## src/rtl/tmr_match_capture.sv

```systemverilog
module tmr_match_capture #(
  parameter int W  = 32,
  parameter int NM = 4,
  parameter int NC = 4
) (
  input  logic          clk,
  input  logic          rst_n,
  input  logic          wr_en,
  input  logic [4:0]    addr,
  input  logic [W-1:0]  wdata,
  output logic [W-1:0]  rdata,
  input  logic [NC-1:0] cap_in,
  output logic [NM-1:0] match_out,
  output logic          irq
);
  localparam int SW = (NC > 1) ? $clog2(NC) : 1;
  localparam int NF = NM + NC;
  localparam logic [4:0] A_CTRL = 5'd0, A_MODE = 5'd1, A_PRESC = 5'd2, A_PCNT = 5'd3,
                         A_COUNT = 5'd4, A_FLAGS = 5'd5, A_IEN = 5'd6, A_MCTL = 5'd7,
                         A_CCTL = 5'd8, A_OCTL = 5'd9, A_OUT = 5'd10, A_MAT = 5'd16,
                         A_CAP = 5'd24;

  logic          en, sres;
  logic [1:0]    src_edge;
  logic [SW-1:0] src_sel;
  logic [W-1:0]  presc, pcnt, tc, tc_nxt;
  logic [NF-1:0] flags, ien;
  logic [2*NM-1:0] mctl, octl;
  logic [2*NC-1:0] cctl;
  logic [W-1:0]  mr [NM];
  logic [W-1:0]  cr [NC];
  logic [NC-1:0] s1, s2, sp, rise, fall, cev;
  logic [NM-1:0] mev;
  logic          src_ev, event_ok, pwrap, tick, rst_hit, stop_hit;

  function automatic logic edge_hit(input logic [1:0] m, input logic r, input logic f);
    return (m[0] & r) | (m[1] & f);
  endfunction

  assign rise     = s2 & ~sp;
  assign fall     = ~s2 & sp;
  assign src_ev   = edge_hit(src_edge, rise[src_sel], fall[src_sel]);
  assign event_ok = en && !sres && ((src_edge == 2'd0) || src_ev);
  assign pwrap    = (pcnt == presc);
  assign tick     = event_ok && pwrap;
  assign tc_nxt   = rst_hit ? '0 : tc + 1'b1;
  assign irq      = |(flags & ien);

  always_comb begin
    rst_hit  = 1'b0;
    stop_hit = 1'b0;
    for (int i = 0; i < NM; i++) begin
      if (tc == mr[i] && mctl[2*i]) rst_hit = 1'b1;
      mev[i] = tick && (tc_nxt == mr[i]);
      if (mev[i] && mctl[2*i+1]) stop_hit = 1'b1;
    end
    for (int i = 0; i < NC; i++)
      cev[i] = edge_hit(cctl[2*i +: 2], rise[i], fall[i]);
  end

  always_ff @(posedge clk or negedge rst_n) begin
    if (!rst_n) begin
      s1 <= '0; s2 <= '0; sp <= '0;
    end else begin
      s1 <= cap_in; s2 <= s1; sp <= s2;
    end
  end

  always_ff @(posedge clk or negedge rst_n) begin
    if (!rst_n) begin
      en <= 1'b0; sres <= 1'b0; src_edge <= '0; src_sel <= '0;
      presc <= '0; pcnt <= '0; tc <= '0; flags <= '0; ien <= '0;
      mctl <= '0; octl <= '0; cctl <= '0; match_out <= '0;
      for (int i = 0; i < NM; i++) mr[i] <= '0;
      for (int i = 0; i < NC; i++) cr[i] <= '0;
    end else begin
      if (wr_en && addr == A_CTRL) begin
        en <= wdata[0]; sres <= wdata[1];
      end else if (stop_hit) en <= 1'b0;

      if (wr_en && addr == A_MODE) begin
        src_edge <= wdata[1:0]; src_sel <= wdata[2 +: SW];
      end
      if (wr_en && addr == A_PRESC) presc <= wdata;
      if (wr_en && addr == A_IEN)   ien   <= wdata[NF-1:0];
      if (wr_en && addr == A_MCTL)  mctl  <= wdata[2*NM-1:0];
      if (wr_en && addr == A_CCTL)  cctl  <= wdata[2*NC-1:0];
      if (wr_en && addr == A_OCTL)  octl  <= wdata[2*NM-1:0];

      if (sres)                          pcnt <= '0;
      else if (wr_en && addr == A_PCNT)  pcnt <= wdata;
      else if (event_ok)                 pcnt <= pwrap ? '0 : pcnt + 1'b1;

      if (sres)                          tc <= '0;
      else if (wr_en && addr == A_COUNT) tc <= wdata;
      else if (tick)                     tc <= tc_nxt;

      flags <= (flags & ~((wr_en && addr == A_FLAGS) ? wdata[NF-1:0] : '0)) | {cev, mev};

      if (wr_en && addr == A_OUT) match_out <= wdata[NM-1:0];
      else
        for (int i = 0; i < NM; i++)
          if (mev[i])
            case (octl[2*i +: 2])
              2'd1:    match_out[i] <= 1'b0;
              2'd2:    match_out[i] <= 1'b1;
              2'd3:    match_out[i] <= ~match_out[i];
              default: ;
            endcase

      for (int i = 0; i < NM; i++)
        if (wr_en && addr == A_MAT + 5'(i)) mr[i] <= wdata;
      for (int i = 0; i < NC; i++)
        if (cev[i]) cr[i] <= tc;
    end
  end

  always_comb begin
    rdata = '0;
    case (addr)
      A_CTRL:  rdata = W'({sres, en});
      A_MODE:  rdata = W'({src_sel, src_edge});
      A_PRESC: rdata = presc;
      A_PCNT:  rdata = pcnt;
      A_COUNT: rdata = tc;
      A_FLAGS: rdata = W'(flags);
      A_IEN:   rdata = W'(ien);
      A_MCTL:  rdata = W'(mctl);
      A_CCTL:  rdata = W'(cctl);
      A_OCTL:  rdata = W'(octl);
      A_OUT:   rdata = W'(match_out);
      default: begin
        for (int i = 0; i < NM; i++) if (addr == A_MAT + 5'(i)) rdata = mr[i];
        for (int i = 0; i < NC; i++) if (addr == A_CAP + 5'(i)) rdata = cr[i];
      end
    endcase
  end
endmodule


```

## config.mk

```make
export PLATFORM = sky130hd
export DESIGN_NAME = tmr_match_capture
export DESIGN_NICKNAME = d
export VERILOG_FILES = /design/src/rtl/tmr_match_capture.sv
export SDC_FILE = /design/constraint.sdc
export NUM_CORES = 1
export LEC_CHECK = 0
export BUFFER_PORTS_ARGS = -buffer_cell sky130_fd_sc_hd__buf_2
export CAP_MARGIN = 20
export CORE_UTILIZATION = 30
export CTS_BUF_LIST = sky130_fd_sc_hd__clkbuf_2
export DETAILED_ROUTE_END_ITERATION = 12
export HOLD_SLACK_MARGIN = 0.1
export PLACE_DENSITY = 0.47
export SLEW_MARGIN = 20
export SYNTH_ARGS = -nofsm -noshare
export SYNTH_HDL_FRONTEND = slang
export SYNTH_SLANG_ARGS = --single-unit
```

## constraint.sdc

```tcl
create_clock -name clk -period 3.5 [get_ports clk]
set_input_delay 0.7 -clock clk [delete_from_list [all_inputs] [get_ports clk]]
set_output_delay 0.7 -clock clk [all_outputs]
set_load 0.02 [all_outputs]
```

* Word-level counts from Yosys, hierarchy flattened *
Cells that the tools add are included.
Widths: inputs -> output; s select.

word-level totals
  flip-flop bits (word level) = 414
  latch bits = 0
  bits in writable memories = 0
  memory bits (read-only) = 0
  output and inout bits = 37
  memories kept = 0

operators by class
  add/sub/neg operators = 2
  multiply operators = 0
  div/mod/pow operators = 0
  $lt $le $gt $ge = 1
  equal/unequal tests = 39
  shift operators = 0
  muxes and demuxes = 41
  bitwise logic cells = 27
  reduce and logical (&&, ||, !) cells = 50

operators by type and width
  kind                   number
  $mux 32                16
  $pmux 32 s11           1
  $eq 32x32->1           9
  $add 32x1->32 const B  2
  $eq 5x5->1 const B     8
  $logic_and 1x1->1      30
  $eq 5x3->1 const B     4
  $and 8x8->8            2
  $eq 2x2->1 const B     8
  $mux 1                 16
  $reduce_bool 4->1      4
  $eq 5x4->1 const B     3
  $pmux 1 s3             4
  $and 1x1->1            10
  $eq 5x2->1 const B     2
  $reduce_bool 2->1      5
  $and 4x4->4            2
  $eq 2x1->1 const B     4
  $mux 8                 1
  $not 4->4              2
  $not 8->8              1
  $or 8x8->8             1
  $reduce_and 2->1       4
  $reduce_or 8->1        1
  11 further kinds       20

* Longest topological paths before layout *
  word-level depth = 17
  gate-level depth with buffers = 17
  mapped depth without buffers = 12

* Worst setup path after synthesis *
OpenSTA, ideal clock, no wires.

  kind = register to register
  start = reg tc[8]
  end = reg match_out[3]
  setup time = 0.096 ns
  data arrival time = 3.403 ns
  data required time = 3.404 ns
  path slack = 0.001 ns
  cell stages (with the launch flop) = 14
  path buffers = 2
  clock period less this slack = 3.499 ns
  cells stage by stage = dfrtp_1 buf_2 buf_4 nand4_2 nor4_1 nand3_1 xor2_1 xor2_1 nand2_1 a21oi_1 o2111ai_1 or4_4 and3b_1 nor4_2

between the ends
  word-level cells in the longest chain between the ends = 11

RTL lines
  what                                                   RTL line  RTL
  from (decl)                                            26        logic [W-1:0] presc, pcnt, tc, tc_nxt;
  from (signal assigned)                                 95        else if (wr_en && addr == A_COUNT) tc <= wdata;
  from (signal assigned)                                 96        else if (tick) tc <= tc_nxt;
  branches (longest 6 deep; another with $add 32x1->32)  n/a
  $mux 32 (*)                                            46        assign tc_nxt = rst_hit ? '0 : tc + 1'b1;
  $eq 32x32->1 (*)                                       54        mev[i] = tick && (tc_nxt == mr[i]);
  $logic_and 1x1->1 (*)                                  54
  $reduce_bool 2->1 (no source line) (*)                 n/a
  $reduce_and 2->1 (no source line) (*)                  n/a
  to (signal assigned)                                   100       if (wr_en && addr == A_OUT) match_out <= wdata[NM-1:0];
  to (signal, indexed assignment)                        107       2'd3: match_out[i] <= ~match_out[i];
  to (decl)                                              13        output logic [NM-1:0] match_out,

Every way passes the cells marked *.
A chain may end at the register's enable or synchronous reset.

* Worst setup path in the final report *
  start = reg tc[8]
  end = reg match_out[0]

Same word-level chain as after synthesis.

==> results.md <==
- Period utilisation layout: 111%
- DIE AREA: roughly 86,000 um2
- WS Path Type: reg2reg
- Top post-synthesis cells by area: dfrtp_1 41%, mux2_2 14%, xnor2_1 6.2%
- Yosys top cell by area: dfrtp_1
- CTS Root Cell: clkbuf_2
- CP most frequent cell: buf_4
- CP startpoint kind: flop
- I/O pin cnt: slightly above 80
- Synth warnings: 0
- Largest fanout on the critical path: 7
- Synthesized flop and latch total: between 400 and 500
- Wire per inst: roughly 34 um
- Internal power: about 11 mW
- Pwr dens: 513 nW/um2
- Total global routing overflow: 0
- Psw: slightly below 8 mW
- RSZ-0062 raised after global routing: yes
- Final wirelength: roughly 160,000 um
- Dpl cells: 4,234
- Tot GR Track Use: around 36%
- Design Area, Final: ~36,000 um2
- Distinct cells, synth: 91
- Gpl congestion: a little over 1
- Slew HR: between 20 and 25%
- Syn_area_per_cell: slightly above 10 um2
- Top cell type's share of synthesized area: 40.7%
- Peak VDD IR: 0.256 mV
- CTS tree: yes
- Final Max Tran Viols: 0
- Seq pwr share: 35.6%
- Synthesized area: between 20,000 and 30,000 um2
- Width of the die: approximately 290 um
- Part of the power in combinational logic: between 40% and 50%
- Post-layout utilization of the core: between 40% and 50%
- Cts bufs inserted: 118
- Critical Path AT: between 4 and 5 ns
- Status: finished, violations left
- Crit-path max cell delay: 0.45 ns
- Async SR Flop Fraction: 100%
- CP Capture Type: flop
- Die Height: roughly 290 um
- Final hold vios: 0
- Initial antenna violation count: 13
- Vias in the first global route: roughly 26,000
- Hold Crit Class: in2reg
- Sequential-to-total area share from yosys stat: around two fifths
- Post-Synthesis Cells: about 2,500
- Most common cell after layout, fill and taps aside: buf_4
- Post-synth net total: roughly 2,500
- P&R area growth vs syn: 40.6%
- Max Root-Sink Buffers: 3
- Drt drc: 0
- HPWL after DPL: roughly 120,000 um
- Failing checks: negative setup slack
- Req. time, crit path: 4.61 ns
- Antenna Nets Post-Route: 0
- Max frequency: approximately 260 MHz
- IO buf count: 80
- Vias per inst: ~5.8
- Dpl ws: -1.15 ns
- Post-Layout Cell Count: around 4,500
- Clk pin slew, worst setup/hold paths: 0.10 ns
- Setup ws final: -0.374 ns
- TNS Setup: -2.29 ns
- Worst-margin pin slew: between 1 and 1.5 ns
- Setup-failing EPs final: 11
- Static Leakage: between 15 and 20 nW
- Clock power frac: around a fifth
- Drt first pass iters: 6
- Clk_lat worst skew: between 1 and 1.5 ns
- Total chip power: 18.3 mW
- Share of post-route cells with drive strength above 1: 47.1%
- Clock Sinks: approximately 410
- Clock skew: 0.120 ns
- Ys flop type: dfrtp_1
- Via count: between 20,000 and 30,000
- Initial Util: 30.3%
- EDFF count, synth: 0
- Crit-path cells: xor2_1, buf_4, nor4_1, and3_2, nand3_1, nand4_1, buf_12, buf_4, buf_12, o21ai_0, buf_4, nand4b_1, nand3b_1, nor4_4, buf_4, a311o_1, o21ai_1
- Row cnt: 106
- Post-layout nets: about 3,400
- Slowest cell on crit path: dfrtp_2
- Placed inst area: between 30,000 and 40,000 um2
- Iter 0 DRT Violations: 3,130
- Core area: 83,800 um2
- Wire length of the first global-routing pass: approximately 210,000 um
- H-tree Lvls: 3
- Max-cap violations: 0
- Net Sw Frac: between 40% and 50%
- Fin crit period: between 3 and 4 ns
- Commonest non-fill, non-tap cells in the layout: 706 x buf_4, 387 x dfrtp_1, 326 x mux2_2
- WHS: 0.304 ns
- Largest net degree at the start of global routing: 69
[state kept, by name, summed over array words and instances (netlist names), 2 cells and up]
name / flops
pcnt: 32
s1: 4
presc: 32
src_edge: 2
s2: 4
cr: 128
cctl: 8
ien: 8
mctl: 8
tc: 32
src_sel: 2
mr: 128
match_out: 4
flags: 8
sp: 4
octl: 8
[critical path, delay by kind of cell, from the launching register on]
kind                   cells  cell delay (ns)
flip-flops                 1             0.45
XOR/XNOR                   1             0.17
AO/OA/AOI/OAI              3             0.54
AND/OR/NAND/NOR            7             1.46
buffers and inverters      6             1.09
[what timing repair did]
| action | in CTS | in global routing |
|---|---|---|
| gates cloned | 1 | 0 |
| pin swaps | 43 | 40 |
| endpoints found under the hold margin | 692 | 0 |
| gates resized for setup | 211 | 87 |
| buffers inserted | 38 | 13 |
| hold buffers | 47 | 0 |
| setup endpoints to repair | 58 | 23 |
[routing by layer]
layer	GRT usage, %	vias to the layer above	routed length (um)
met3	8.02	234	15000
met5	0	-	44
li1	-	11143	-
met2	53.0	1390	66400
met4	13.3	6	6010
met1	50.5	13631	67600
[kinds of logic after synthesis]
group / count (synthesis) / share of synthesized area [%]
AND/OR/NAND/NOR: 681 / 14.6
AO/OA/AOI/OAI: 558 / 16.1
flip-flops: 414 / 40.7
multiplexers: 332 / 14.8
XOR/XNOR: 267 / 9.45
buffers and inverters: 241 / 4.02
adder cells (fa/ha/maj): 6 / 0.295
[cells in the mapped netlist, types with 11 or more instances]
| cell type | instances |
|---|---|
| dfrtp_1 | 414 |
| mux2_2 | 326 |
| xnor2_1 | 179 |
| nand2_1 | 150 |
| nor2_1 | 133 |
| clkbuf_1 | 130 |
| o21ai_0 | 83 |
| xor2_1 | 83 |
| a21oi_1 | 72 |
| nand4_1 | 70 |
| a22o_1 | 60 |
| a221oi_1 | 59 |
| nor3_1 | 59 |
| nand3_1 | 56 |
| a22oi_1 | 55 |
| a211oi_1 | 42 |
| buf_2 | 40 |
| nor4_1 | 37 |
| a31oi_1 | 36 |
| and3_1 | 35 |
| buf_1 | 28 |
| inv_1 | 28 |
| a222oi_1 | 27 |
| nor4b_1 | 25 |
| o32ai_1 | 18 |
| nor2b_1 | 17 |
| nand2b_1 | 13 |
| buf_4 | 12 |
| and4_1 | 11 |
| o311ai_0 | 11 |
| o32a_1 | 11 |
[power by group through the flow]
stage / clock network (mW) / logic [mW] / registers (mW)
final: 3.73 / 8.08 / 6.53
after global routing: 4.08 / 8.33 / 6.63
after CTS: 3.84 / 7.82 / 6.49
after detailed placement: 0 / 7.36 / 6.55
after global placement: 0 / 7.36 / 6.54
after floorplan: 0 / 2.88 / 6.43
[cell type report]
| cell class | count | area (um2) |
|---|---|---|
| repair buffers | 904 | 7500 |
| diodes | 5 | 12.5 |
| clock inverters | 36 | 180 |
| clock buffers | 174 | 871 |
| fillers | 8354 | 48100 |
| inverters | 28 | 105 |
| flip-flops and latches | 414 | 10400 |
| well taps | 1134 | 1420 |
| multi-input cells | 1844 | 15300 |
[final timing paths]
kind | cells past startpoint | end | slack (ns) | from
worst max-delay path | 17 | match_out[0] | -0.37 | tc[8]
worst min-delay path | 6 | en | 0.30 | addr[2]
worst max register to register | 17 | match_out[0] | -0.37 | tc[8]
worst min register to register | 0 | s2[2] | 0.35 | s1[2]
max in group asynchronous | 4 | mr[24] | 2.27 | rst_n
min in group asynchronous | 4 | octl[4] | 0.75 | rst_n
(Power assumes the default switching activity.)
